===== config.mk =====
export PLATFORM = sky130hd
export DESIGN_NAME = vec_insert_unit
export DESIGN_NICKNAME = d
export VERILOG_FILES = /design/src/rtl/vec_insert_pkg.sv /design/src/rtl/vec_insert_ctrl.sv /design/src/rtl/vec_insert_datapath.sv /design/src/rtl/vec_insert_unit.sv
export SDC_FILE = /design/constraint.sdc
export NUM_CORES = 1
export LEC_CHECK = 0
export BUFFER_PORTS_ARGS = -buffer_cell sky130_fd_sc_hd__buf_2
export CAP_MARGIN = 20
export CORE_AREA = 2 2 332 334
export DETAILED_ROUTE_END_ITERATION = 12
export DIE_AREA = 0 0 334 336
export PLACE_DENSITY = 0.45
export SKIP_LAST_GASP = 1
export SLEW_MARGIN = 20
export SYNTH_ARGS = -nofsm -noshare
export SYNTH_HDL_FRONTEND = slang
export SYNTH_SLANG_ARGS = --single-unit

===== constraint.sdc =====
create_clock -name clk -period 1.3 [get_ports clk]
set_clock_uncertainty 0.2 [all_clocks]
set_input_delay 0.26 -clock clk [delete_from_list [all_inputs] [get_ports clk]]
set_output_delay 0.26 -clock clk [all_outputs]
set_load 0.02 [all_outputs]

===== src/rtl/vec_insert_pkg.sv =====
package vec_insert_pkg;
  localparam int LOW_BYTES = 16;

  typedef enum logic [1:0] {
    ELEM_BYTE  = 2'd0,
    ELEM_DWORD = 2'd1,
    ELEM_QWORD = 2'd2,
    ELEM_RSVD  = 2'd3
  } elem_size_e;

  typedef struct packed {
    logic                 capture;   // sample this cycle
    logic                 commit;    // load the result register
    logic                 trap;      // value for the illegal flag
    logic                 useMerge;  // base lanes from mergeVec
    logic                 zeroUpper; // clear bits above the low half
    elem_size_e           size;
    logic [LOW_BYTES-1:0] byteEn;    // byte lanes taking scalar data
  } ctrl_strobes_t;
endpackage


===== src/rtl/vec_insert_ctrl.sv =====
module vec_insert_ctrl
  import vec_insert_pkg::*;
(
  input  logic          inValid,
  input  logic [1:0]    elemSize,
  input  logic [7:0]    imm,
  input  logic          threeOp,
  input  logic          mode64,
  input  logic          wBit,
  input  logic          lBit,
  output ctrl_strobes_t strobes
);
  elem_size_e size;
  logic       lengthFault;
  logic       widthFault;
  logic       rsvdFault;
  logic       anyFault;
  logic [LOW_BYTES-1:0] laneHit;

  assign size        = elem_size_e'(elemSize);
  assign lengthFault = threeOp && lBit;
  // wBit matters only for the qword width, so byte and dword inserts ignore it
  assign widthFault  = threeOp && (size == ELEM_QWORD) && wBit && !mode64;
  assign rsvdFault   = (size == ELEM_RSVD);
  assign anyFault    = lengthFault || widthFault || rsvdFault;

  always_comb begin
    for (int b = 0; b < LOW_BYTES; b++) begin
      unique case (size)
        ELEM_BYTE:  laneHit[b] = (4'(b)     == imm[3:0]);
        ELEM_DWORD: laneHit[b] = (2'(b / 4) == imm[1:0]);
        ELEM_QWORD: laneHit[b] = (1'(b / 8) == imm[0]);
        default:    laneHit[b] = 1'b0;
      endcase
    end
  end

  always_comb begin
    strobes.capture   = inValid;
    strobes.commit    = inValid && !anyFault;
    strobes.trap      = anyFault;
    strobes.useMerge  = threeOp;
    strobes.zeroUpper = threeOp;
    strobes.size      = size;
    strobes.byteEn    = laneHit;
  end
endmodule


===== src/rtl/vec_insert_datapath.sv =====
module vec_insert_datapath
  import vec_insert_pkg::*;
#(
  parameter int VEC_W    = 256,
  parameter int LOW_W    = 128,
  parameter int SCALAR_W = 64
) (
  input  logic                clk,
  input  logic                rstN,
  input  ctrl_strobes_t       strobes,
  input  logic [SCALAR_W-1:0] scalarSrc,
  input  logic [VEC_W-1:0]    destVec,
  input  logic [VEC_W-1:0]    mergeVec,
  output logic                outValid,
  output logic [VEC_W-1:0]    result,
  output logic                illegal
);
  localparam int UP_W   = VEC_W - LOW_W;
  localparam int NBYTES = LOW_W / 8;

  logic [LOW_W-1:0] lowNext;
  logic [UP_W-1:0]  upNext;

  for (genvar b = 0; b < NBYTES; b++) begin : g_lane
    logic [7:0] srcByte;
    logic [7:0] baseByte;
    always_comb begin
      unique case (strobes.size)
        ELEM_BYTE:  srcByte = scalarSrc[7:0];
        ELEM_DWORD: srcByte = scalarSrc[8*(b%4) +: 8];
        default:    srcByte = scalarSrc[8*(b%8) +: 8];
      endcase
      baseByte = strobes.useMerge ? mergeVec[8*b +: 8] : destVec[8*b +: 8];
    end
    assign lowNext[8*b +: 8] = strobes.byteEn[b] ? srcByte : baseByte;
  end

  assign upNext = strobes.zeroUpper ? '0 : destVec[VEC_W-1:LOW_W];

  always_ff @(posedge clk or negedge rstN) begin
    if (!rstN) begin
      outValid <= 1'b0;
      illegal  <= 1'b0;
      result   <= '0;
    end else begin
      outValid <= strobes.capture;
      if (strobes.capture) illegal <= strobes.trap;
      if (strobes.commit)  result  <= {upNext, lowNext};
    end
  end
endmodule


===== src/rtl/vec_insert_unit.sv =====
module vec_insert_unit
  import vec_insert_pkg::*;
#(
  parameter int VEC_W    = 256,
  parameter int LOW_W    = 128,
  parameter int SCALAR_W = 64
) (
  input  logic                clk,
  input  logic                rstN,
  input  logic                inValid,
  input  logic [1:0]          elemSize,
  input  logic [7:0]          imm,
  input  logic [SCALAR_W-1:0] scalarSrc,
  input  logic [VEC_W-1:0]    destVec,
  input  logic [VEC_W-1:0]    mergeVec,
  input  logic                threeOp,
  input  logic                mode64,
  input  logic                wBit,
  input  logic                lBit,
  output logic                outValid,
  output logic [VEC_W-1:0]    result,
  output logic                illegal
);
  ctrl_strobes_t strobes;

  vec_insert_ctrl ctrl_i (
    .inValid (inValid),
    .elemSize(elemSize),
    .imm     (imm),
    .threeOp (threeOp),
    .mode64  (mode64),
    .wBit    (wBit),
    .lBit    (lBit),
    .strobes (strobes)
  );

  vec_insert_datapath #(
    .VEC_W   (VEC_W),
    .LOW_W   (LOW_W),
    .SCALAR_W(SCALAR_W)
  ) dp_i (
    .clk      (clk),
    .rstN     (rstN),
    .strobes  (strobes),
    .scalarSrc(scalarSrc),
    .destVec  (destVec),
    .mergeVec (mergeVec),
    .outValid (outValid),
    .result   (result),
    .illegal  (illegal)
  );
endmodule


==> tab_implementation.tex <==
\begin{tabular}{lr}
\hline
Metric & Value \\
\hline
\multicolumn{2}{l}{\textbf{Drt}} \\
\quad Number of violations reported at the end of detailed-routing iteration 0 & roughly 880 \\
\quad Post-detailed-route count of antenna-violating nets & 0 \\
\quad Number of detailed-route iterations in the first pass & 4 \\
\quad Total length of routed wires & 108.2 mm \\
\quad Routed length per placed instance & $\sim$24 um \\
\quad Post-DR vias/cell & 4.236 \\
\quad Residual DRC & 0 \\
\quad Routed vias & $\sim$19000 \\
\multicolumn{2}{l}{\textbf{Yosys}} \\
\quad Number of cells produced by synthesis & around 1500 \\
\quad Post-Synthesis Mean Instance Area & 9.724 um\^{}2 \\
\quad Share of synthesized area occupied by flip-flops and latches & a little over two fifths \\
\quad Number of distinct library cells after synthesis & 61 \\
\quad Async set-or-reset flop fraction in the synthesized netlist & between 90\% and 100\% \\
\quad Synthesis warning total & 0 \\
\quad Prevailing post-synth register cell & dfrtp\_1 \\
\quad Combined area of all synthesized cells & 14880 um\^{}2 \\
\quad Number of synthesized flops with an enable pin & 0 \\
\quad Post-synth net total & $\sim$2100 \\
\quad Number of storage elements in the synthesis netlist & 258 \\
\multicolumn{2}{l}{\textbf{Timing}} \\
\quad Setup repair after global routing missed its margin & yes \\
\quad Share of the clock period used by the worst path & 126.0\% \\
\quad Hold slack & -0.02293 ns \\
\quad Rel. slew slack & between 60\% and 70\% \\
\quad Max-slew violation count & 0 \\
\quad Transition time of the tightest slew-check pin & between 0.5 and 0.6 ns \\
\quad Hold Fails Final Rpt & 1 \\
\quad Final critical path time including I/O delays and setup & between 1.5 and 2 ns \\
\quad PnR worst setup slack & -0.3374 ns \\
\quad Number of failing setup endpoints in the final timing report & 511 \\
\quad Fmax achieved & 610.7 MHz \\
\multicolumn{2}{l}{\textbf{Setup path}} \\
\quad Start-to-end type of the worst setup path & reg2out \\
\quad Worst-path fanout max & 2 \\
\quad Largest stage delay on the critical path & between 0.4 and 0.5 ns \\
\quad Worst Setup End Kind & output port \\
\quad List of cells traversed by the critical path & buf\_6 \\
\quad Crit path max-delay cell type & dfrtp\_1 \\
\quad Data arrival time at the worst-slack endpoint & approximately 1.2 ns \\
\quad Top delay family on crit path & flip-flops \\
\quad Reg-to-Reg Start & dp\_i.result[77]\$\_DFFE\_PN0P\_ \\
\quad Launching element of the worst setup path & dp\_i.result[12]\$\_DFFE\_PN0P\_ \\
\quad Crit path required time & around 0.84 ns \\
\quad Buffers \& Inverters on Critical Path & 1 \\
\quad Critical path launch point type & flop \\
\multicolumn{2}{l}{\textbf{Global route}} \\
\quad GRT overflow & 0 \\
\quad Global-route wire length before repair & around 140 mm \\
\quad Largest net degree at the start of global routing & 53 \\
\quad Initial antenna violation count & 12 \\
\quad Total routing usage reported by global routing & approximately 18\% \\
\quad Number of global-route vias before repair & $\sim$19000 \\
\multicolumn{2}{l}{\textbf{Floorplanning}} \\
\quad Number of top-level pins & $\sim$850 \\
\quad Standard-cell row count & about 120 \\
\quad Width of the die & approximately 330 um \\
\quad Vertical die dimension & about 340 um \\
\quad Core area & 108400 um\^{}2 \\
\quad Full die area & about 110000 um\^{}2 \\
\quad Starting density of the core & between 10\% and 20\% \\
\multicolumn{2}{l}{\textbf{Pwr}} \\
\quad Worst IR drop on VDD & between 0.0007 and 0.0008 V \\
\quad Cell leakage power & about 16 nW \\
\quad Power density of the placed cells & between 1000 and 1500 nW/um\^{}2 \\
\quad Total Power & between 30 and 40 mW \\
\multicolumn{2}{l}{\textbf{Clocking}} \\
\quad Worst-path clk slew & 0.06 ns \\
\quad TritonCTS clock tree & yes \\
\quad Clock buffer depth & 3 \\
\quad Num Clock Sinks & roughly 260 \\
\quad Clock latency reported for the late side of the worst-skew pair & between 0.5 and 0.6 ns \\
\quad Cts bufs inserted & 36 \\
\quad Buffer cell driving the clock tree root & clkbuf\_16 \\
\quad H-Tree Level Count & 2 \\
\multicolumn{2}{l}{\textbf{Run}} \\
\quad Max-capacitance violation count & 0 \\
\multicolumn{2}{l}{\textbf{Layout}} \\
\quad Synth-to-Final Area Change & 139.8\% \\
\quad Share of layout cells above drive strength 1 & roughly three fifths \\
\quad Utilization after layout & 32.91\% \\
\quad Number of nets in the layout & approximately 3600 \\
\multicolumn{2}{l}{\textbf{Hold path}} \\
\quad Worst min path class & in2reg \\
\quad Hold path startpoint & scalarSrc[21] \\
\multicolumn{2}{l}{\textbf{Placed design}} \\
\quad Setup Slack @ Placement & -1.422 ns \\
\quad IO Port Bufs & around 720 \\
\quad Routability cong. & 0.8197 \\
\quad Final HPWL from detailed placement & slightly above 70 mm \\
\multicolumn{2}{l}{\textbf{Outcome}} \\
\quad Failing checks & hold timing, setup timing \\
\quad Outcome & finished, violations left \\
\hline
\end{tabular}
## state kept, by name, summed over array words and instances (netlist names)
signal / flops
dp_i.outValid: 1
dp_i.illegal: 1
dp_i.result: 256
## where the power goes
part | switching, mW | internal [mW] | total [mW] | leakage (nW)
Combinational | 7.53 | 8.33 | 15.9 | 11.8
Sequential | 1.20 | 9.32 | 10.5 | 3.25
Clock | 4.12 | 6.25 | 10.4 | 0.601
## cell families after synthesis
group	share of synthesized area, %
AO/OA/AOI/OAI	25.14
flip-flops	43.39
buffers and inverters	4.625
multiplexers	14.67
AND/OR/NAND/NOR	12.18
## timing repair
item	in CTS	in global routing
pin swaps	231	88
endpoints found under the setup margin	512	514
setup buffers	81	134
endpoints found under the hold margin	505	5
hold buffers	345	4
gates resized for setup	1330	366
gates cloned	56	5
## per-layer routing
| metal | up-vias | routed length [um] | global-route usage [%] |
|---|---|---|---|
| li1 | 8666 | - | - |
| met1 | 9320 | 48530 | 23.55 |
| met4 | 4 | 3757 | 6.182 |
| met3 | 159 | 6772 | 4.787 |
| met5 | - | 27 | 0 |
| met2 | 718 | 49100 | 28.55 |
## cell usage after synthesis, types with 3 or more instances
master / count / share of area [%]
a2111oi_0: 32 / 1.9
a211oi_4: 4 / 0.54
a21boi_0: 28 / 1.4
a21boi_1: 4 / 0.20
a21oi_1: 49 / 1.6
a21oi_2: 8 / 0.47
a221oi_1: 8 / 0.47
a31oi_1: 8 / 0.34
and2_1: 3 / 0.13
and3_1: 8 / 0.34
buf_1: 4 / 0.10
buf_2: 31 / 1.0
buf_4: 7 / 0.35
buf_6: 7 / 0.53
clkbuf_1: 102 / 2.6
dfrtp_1: 258 / 43
mux2_2: 80 / 6.1
mux2i_1: 128 / 8.6
nand2_1: 30 / 0.76
nand2b_1: 129 / 5.4
nand3_1: 8 / 0.27
nor2_1: 5 / 0.13
nor2b_1: 46 / 1.9
nor3_1: 16 / 0.54
nor3b_1: 9 / 0.45
nor4_1: 8 / 0.34
nor4b_2: 3 / 0.30
o21a_1: 3 / 0.15
o21ai_0: 345 / 12
o21ai_1: 57 / 1.9
o31ai_1: 56 / 2.8
o31ai_2: 8 / 0.67
## per-stage QoR
stage | TNS [ns] | std cells | cell area (um^2) | hold slack, ns
after floorplan | -110.81 | 1530 | 15120 | -0.2356
after global placement | -209.25 | 3776 | 22430 | 0.04799
after detailed placement | -206.25 | 3777 | 22450 | 0.04492
after CTS | -110.63 | 4320 | 33040 | -0.1639
after global routing | -116.31 | 4451 | 35670 | -0.02530
final | -101.73 | 4454 | 35670 | -0.02293
## cell usage in the layout (no fill, tap or decap), drive strengths merged, types with 4 or more instances in the layout
master,instances
clkinv,5
nor4b,5
nand3,8
nor2b,46
a211oi,4
dfrtp,258
a2111oi,32
a221oi,8
a31oi,8
a21oi,57
dlygate4sd3,349
diode,4
buf,1235
nor3,16
nor4,8
nand2,34
mux2,80
and3,8
mux2i,128
nand2b,129
nor3b,10
clkbuf,60
o31ai,64
a21boi,32
o21ai,403
nor2,8
## path summary, 6_finish.rpt
kind                       slack (ns)  cells after the start                           end
max reg2reg                      0.20                      2   dp_i.result[77]$_DFFE_PN0P_
min                             -0.02                      4   dp_i.result[21]$_DFFE_PN0P_
min in group asynchronous        0.05                      3  dp_i.result[227]$_DFFE_PN0P_
max                             -0.34                      1                    result[12]
min reg2reg                      0.31                      2  dp_i.result[160]$_DFFE_PN0P_
max in group asynchronous        0.35                      4   dp_i.result[31]$_DFFE_PN0P_
## cell type report
type	count	area, um^2
Sequential cell	258	6460
Clock buffer	55	1104
Timing Repair Buffer	1589	15390
Clock inverter	10	113.9
Tap cell	1414	1769
Inverter	1	3.754
Fill cell	10730	72720
Multi-Input combinational cell	1123	10830
Antenna cell	4	10.01
(Power assumes the default switching activity.)
